File: src/rtl/pm_evt_pkg.sv
package pm_evt_pkg;
  localparam int REG_W       = 16;
  localparam int IO_AW       = 16;
  localparam int WIN_AW      = 6;
  localparam int BIT_TMR     = 0;
  localparam int BIT_GLOCK   = 5;
  localparam int BIT_PWRBTN  = 8;
  localparam int BIT_RTC     = 10;
  localparam logic [REG_W-1:0] IRQ_MASK =
    REG_W'((1 << BIT_TMR) | (1 << BIT_GLOCK) | (1 << BIT_PWRBTN) | (1 << BIT_RTC));
  localparam logic [7:0] CFG_BASE_OFF = 8'h40;
  localparam logic [7:0] CFG_EN_OFF   = 8'h80;
  localparam logic [WIN_AW-1:0] OFF_STS = 6'd0;
  localparam logic [WIN_AW-1:0] OFF_EN  = 6'd2;
endpackage

File: src/rtl/pm_win_decode.sv
module pm_win_decode
  import pm_evt_pkg::*;
(
  input  logic              clk_i,
  input  logic              rst_ni,
  input  logic              cfg_we_i,
  input  logic [7:0]        cfg_addr_i,
  input  logic [3:0]        cfg_be_i,
  input  logic [31:0]       cfg_wdata_i,
  input  logic [IO_AW-1:0]  io_addr_i,
  output logic              hit_o,
  output logic [WIN_AW-1:0] off_o
);
  localparam int BASE_W = IO_AW - WIN_AW;

  logic [BASE_W-1:0] base_q;
  logic              win_en_q;
  logic              base_sel, en_sel;

  assign base_sel = cfg_we_i && (cfg_addr_i[7:2] == CFG_BASE_OFF[7:2]);
  assign en_sel   = cfg_we_i && (cfg_addr_i[7:2] == CFG_EN_OFF[7:2]);

  // lane 0 contributes only bits [7:WIN_AW]; lane 1 gives [15:8]
  always_ff @(posedge clk_i or negedge rst_ni) begin
    if (!rst_ni) begin
      base_q   <= '0;
      win_en_q <= 1'b0;
    end else begin
      if (base_sel && cfg_be_i[0]) base_q[7-WIN_AW:0]    <= cfg_wdata_i[7:WIN_AW];
      if (base_sel && cfg_be_i[1]) base_q[BASE_W-1:8-WIN_AW] <= cfg_wdata_i[IO_AW-1:8];
      if (en_sel && cfg_be_i[0])   win_en_q <= cfg_wdata_i[0];
    end
  end

  assign hit_o = win_en_q && (io_addr_i[IO_AW-1:WIN_AW] == base_q);
  assign off_o = io_addr_i[WIN_AW-1:0];


  win_off_chk: assert property (@(posedge clk_i) disable iff (!rst_ni)
    (en_sel && cfg_be_i[0] && !cfg_wdata_i[0]) |=> !hit_o);
endmodule

File: src/rtl/pm_evt_regs.sv
module pm_evt_regs
  import pm_evt_pkg::*;
(
  input  logic             clk_i,
  input  logic             rst_ni,
  input  logic [REG_W-1:0] evt_i,
  input  logic             sts_wr_i,
  input  logic             en_wr_i,
  input  logic [REG_W-1:0] wdata_i,
  output logic [REG_W-1:0] sts_o,
  output logic [REG_W-1:0] en_o
);
  logic [REG_W-1:0] sts_q, en_q, clr_mask;

  assign clr_mask = sts_wr_i ? wdata_i : '0;

  // per-bit status cells; set beats clear
  for (genvar i = 0; i < REG_W; i++) begin : g_sts
    always_ff @(posedge clk_i or negedge rst_ni) begin
      if (!rst_ni)       sts_q[i] <= 1'b0;
      else if (evt_i[i]) sts_q[i] <= 1'b1;
      else if (clr_mask[i]) sts_q[i] <= 1'b0;
    end
  end

  always_ff @(posedge clk_i or negedge rst_ni) begin
    if (!rst_ni)      en_q <= '0;
    else if (en_wr_i) en_q <= wdata_i;
  end

  assign sts_o = sts_q;
  assign en_o  = en_q;


  sts_keep_chk: assert property (@(posedge clk_i) disable iff (!rst_ni)
    !sts_wr_i |=> ((sts_q & $past(sts_q)) == $past(sts_q)));

  evt_set_chk: assert property (@(posedge clk_i) disable iff (!rst_ni)
    (|evt_i) |=> ((sts_q & $past(evt_i)) == $past(evt_i)));

  en_hold_chk: assert property (@(posedge clk_i) disable iff (!rst_ni)
    !en_wr_i |=> $stable(en_q));
endmodule

File: src/rtl/pm_evt_irq.sv
module pm_evt_irq
  import pm_evt_pkg::*;
(
  input  logic        clk_i,
  input  logic        rst_ni,
  input  logic        cfg_we_i,
  input  logic [7:0]  cfg_addr_i,
  input  logic [3:0]  cfg_be_i,
  input  logic [31:0] cfg_wdata_i,
  input  logic        io_req_i,
  input  logic        io_we_i,
  input  logic [15:0] io_addr_i,
  input  logic [15:0] io_wdata_i,
  output logic [15:0] io_rdata_o,
  input  logic [15:0] evt_i,
  output logic        irq_o,
  output logic        tmr_arm_o
);
  logic              hit;
  logic [WIN_AW-1:0] off;
  logic [REG_W-1:0]  sts, en;
  logic              wr, sts_wr, en_wr;

  pm_win_decode u_dec (
    .clk_i, .rst_ni, .cfg_we_i, .cfg_addr_i, .cfg_be_i, .cfg_wdata_i,
    .io_addr_i, .hit_o(hit), .off_o(off)
  );

  assign wr     = io_req_i && io_we_i && hit;
  assign sts_wr = wr && (off == OFF_STS);
  assign en_wr  = wr && (off == OFF_EN);

  pm_evt_regs u_regs (
    .clk_i, .rst_ni, .evt_i, .sts_wr_i(sts_wr), .en_wr_i(en_wr),
    .wdata_i(io_wdata_i), .sts_o(sts), .en_o(en)
  );

  always_comb begin
    if (!hit)                io_rdata_o = '1;
    else if (off == OFF_STS) io_rdata_o = sts;
    else if (off == OFF_EN)  io_rdata_o = en;
    else                     io_rdata_o = '0;
  end

  assign irq_o     = |(sts & en & IRQ_MASK);
  assign tmr_arm_o = en[BIT_TMR] & ~sts[BIT_TMR];


  tmr_disarm_chk: assert property (@(posedge clk_i) disable iff (!rst_ni)
    (en_wr && !io_wdata_i[BIT_TMR]) |=> !tmr_arm_o);

  irq_src_chk: assert property (@(posedge clk_i) disable iff (!rst_ni)
    irq_o |-> |(u_regs.sts_o & u_regs.en_o & IRQ_MASK));
endmodule

File: config.mk
export PLATFORM = sky130hd
export DESIGN_NAME = pm_evt_irq
export DESIGN_NICKNAME = d
export VERILOG_FILES = /design/src/rtl/pm_evt_pkg.sv /design/src/rtl/pm_win_decode.sv /design/src/rtl/pm_evt_regs.sv /design/src/rtl/pm_evt_irq.sv
export SDC_FILE = /design/constraint.sdc
export NUM_CORES = 1
export LEC_CHECK = 0
export CAP_MARGIN = 10
export CORE_UTILIZATION = 43
export CTS_CLUSTER_SIZE = 16
export DETAILED_ROUTE_END_ITERATION = 7
export PLACE_DENSITY = 0.87
export SYNTH_ARGS = -nofsm -noshare
export SYNTH_HDL_FRONTEND = slang
export SYNTH_SLANG_ARGS = --single-unit
File: constraint.sdc
create_clock -name clk_i -period 4.59 [get_ports clk_i]
set_clock_uncertainty 0.05 [all_clocks]
set_input_delay 0.918 -clock clk_i [delete_from_list [all_inputs] [get_ports clk_i]]
set_output_delay 0.918 -clock clk_i [all_outputs]
set_load 0.05 [all_outputs]
==> metrics <==
status completed; fmax 243.9 MHz; Overflow after GRT 0; compound-gate portion of the synthesized area 0.1074; Worst-Skew Late Latency a little under 0.3 ns; Initial Util 0.4545; reg-to-reg critical path endpoint u_regs.en_o[1]$_DFFE_PN0P_; Clock transition at path regs about 0.08 ns; residual DRC count 0; Synth cell types 24; Pre-antenna DRT Iters 4; metal2 WL 2740 um; num rows 25; Synth Instances 194; WL met3 around 270 um; Rel. slew slack 0.1750; total setup buffers inserted after CTS 0; critical path class in -> out; final setup vio count 0; vias post-DR ~1,800; P&R area growth vs syn 47.14%; flops & latches, synth 43; critical path data arrival time 3.13 ns; setup total negative slack 0 ns; largest net degree at the start of global routing 44; post-route ant nets 0; hold slack 0.4518 ns; clk sinks 43; root buf cell clkbuf_8; die area 0.005382 mm^2; Async S/R FF share, synth 1.000; power density cells around 230 mW/mm^2; total CTS buffers 5; vias in the first global route 1,815; period utilization 0.8933; first-pass GRT wire length 8569 um; WL met1 roughly 2300 um; final hold viol count 0; Crit. End Element primary output; Final Max Tran Viols 0; post-CTS sizing 0; placed cells 348; adder-cell share of the synthesized area 0; Worst-Margin Slew 1.233 ns; Req. time, crit path 3.62 ns; H-tree depth 2; initial antenna violation count 0; layout cells sized above 1 0.1938; sequential area share after synthesis 0.4914; port bufs 89; leakage 1.373 nW; max-capacitance violation count 0; top sig layer met4; Max FO, Critical Path 16; DPL Wire Length 4025 um; die height about 73 um; mux share of post-synthesis cell area 0.2120; setup slack, reg-to-reg around 2.6 ns; largest family of logic cells by synthesized area multiplexers; CP Launch Point io_addr_i[5]; synth warn 0; maximum VDD drop 0.2011 mV; reg2reg start u_dec.base_q[4]$_DFFE_PN0P_; Worst Setup EP io_rdata_o[13]; IO Count about 120; Synth Area in Simple Gates 0.1046; GRT Util Overall 0.2143; final WL 5433 um; Min-Delay Path Class reg -> reg; Mapped Area around 0.0022 mm^2; Hold Buf Count CTS 0; CTS tree yes; syn_nets 291; startpoint types input pin; die width 73.36 um; maximum clock path buffer count 2; Core ar. 0.004817 mm^2; EDFF count, synth 0; nets@finish 385; Worst R2R Path Depth 5; Avg Inst Size Synth 11.29 um^2; final cell count without fillers between 300 and 400; final RePlAce weighted congestion approximately 0.76; Primary FF master, synth dfrtp_1; initial drt markers 81; fin crit period around 4.1 ns; Routed WL per cell 15.26 um; ant diodes 0; detail-routed via count per cell 5.171; RSZ-0062 raised after global routing no; Post-Synth XOR/XNOR Area 0.04000
-- layer usage --
metal | up-vias | GRT usage
met1 | 876 | 0.2866
met5 | - | 0
li1 | 890 | -
met2 | 65 | 0.3549
met4 | 0 | 0.07479
met3 | 10 | 0.03292
-- critical path, stage by stage --
cell and delay, ns:
clkdlybuf4s50_1 0.41, nor3_2 0.26, nand2_1 0.38, o21ai_0 0.31
clkdlybuf4s50_1 0.84
-- worst min path at each step --
| stage | from | slack (ns) | endpoint | depth (start not counted) |
|---|---|---|---|---|
| 6_report | u_regs.en_o[6]$_DFFE_PN0P_ | 0.45 | u_regs.en_o[6]$_DFFE_PN0P_ | 1 |
| 5_1_grt | u_regs.en_o[13]$_DFFE_PN0P_ | 0.48 | u_regs.en_o[13]$_DFFE_PN0P_ | 1 |
| 4_1_cts | u_regs.en_o[6]$_DFFE_PN0P_ | 0.45 | u_regs.en_o[6]$_DFFE_PN0P_ | 1 |
| 3_5_place_dp | u_regs.en_o[6]$_DFFE_PN0P_ | 0.43 | u_regs.en_o[6]$_DFFE_PN0P_ | 1 |
| 3_3_place_gp | u_regs.en_o[6]$_DFFE_PN0P_ | 0.42 | u_regs.en_o[6]$_DFFE_PN0P_ | 1 |
| 2_1_floorplan | u_regs.en_o[6]$_DFFE_PN0P_ | 0.41 | u_regs.en_o[6]$_DFFE_PN0P_ | 1 |
-- flip-flops by register name, summed over array words and instances (netlist names) --
register,flops
u_regs.sts_o,16
u_regs.en_o,16
u_dec.win_en_q,1
u_dec.base_q,10
-- area by class of cell --
cell class,instances,area (um^2)
clock buffer,6,72.57
timing repair buffer,94,895.9
fill,391,1595
clock inverter,2,12.51
sequential,43,1076
tap,67,83.83
multi-input combinational,128,1021
inverter,16,60.06
-- metrics by stage --
step / cell area (um^2) / utilization / setup slack (ns) / power (mW)
2_1_floorplan: 2190 / - / 1.024 / 0.4363
3_3_place_gp: 3137 / 0.6512 / 0.5387 / 0.5145
3_5_place_dp: 3137 / 0.6512 / 0.4822 / 0.5179
4_1_cts: 3222 / 0.6688 / 0.4780 / 0.7493
5_1_grt: 3222 / 0.6688 / 0.3849 / 0.7766
6_report: 3222 / 0.6688 / 0.4896 / 0.7413
-- cells in the mapped netlist, types with 2 or more instances --
cell type  number  area share
buf_2           3      0.0069
mux2i_1        16       0.073
nor2_1         20       0.034
mux2_2         26        0.13
nor3_2          2      0.0091
dfrtp_1        43        0.49
nand2_1         3      0.0051
o21ai_0        16       0.037
inv_1          16       0.027
a41oi_1        16       0.064
nand4_1         6       0.017
xnor2_1        10       0.040
clkbuf_1        3      0.0051
nand3_1         3      0.0069
a22oi_1         2      0.0069
-- where the power goes --
part / internal [mW] / leakage (nW) / switching, mW
combinational: 0.0758 / 0.819 / 0.0418
sequential: 0.386 / 0.513 / 0.00629
clock: 0.106 / 0.0412 / 0.125
total: 0.569 / 1.37 / 0.173
-- cells by family (layout without fill, tap and decap cells) --
family,Yosys count,in the layout
buffers and inverters,23,118
flip-flops,43,43
AO/OA/AOI/OAI,34,34
XOR/XNOR,10,10
multiplexers,43,43
AND/OR/NAND/NOR,41,41
-- layout by cell type (no fill, tap or decap) --
| cell | instances |
|---|---|
| buf_2 | 1 |
| clkdlybuf4s50_1 | 77 |
| or3b_2 | 1 |
| clkinvlp_4 | 1 |
| clkbuf_1 | 1 |
| mux2_2 | 26 |
| nand2_1 | 3 |
| nor3b_1 | 1 |
| inv_1 | 16 |
| nor4_4 | 1 |
| buf_4 | 16 |
| mux2_1 | 1 |
| dfrtp_1 | 43 |
| nand3_1 | 3 |
| xnor2_1 | 10 |
| a41oi_1 | 16 |
| clkinv_2 | 1 |
| nor2_1 | 20 |
| and4bb_2 | 1 |
| and3b_1 | 1 |
| nand4_1 | 6 |
| nor2b_1 | 1 |
| mux2i_1 | 16 |
| nor3_2 | 3 |
| clkbuf_8 | 5 |
| a22oi_1 | 2 |
| o21ai_0 | 16 |
(Power assumes the default switching activity.)
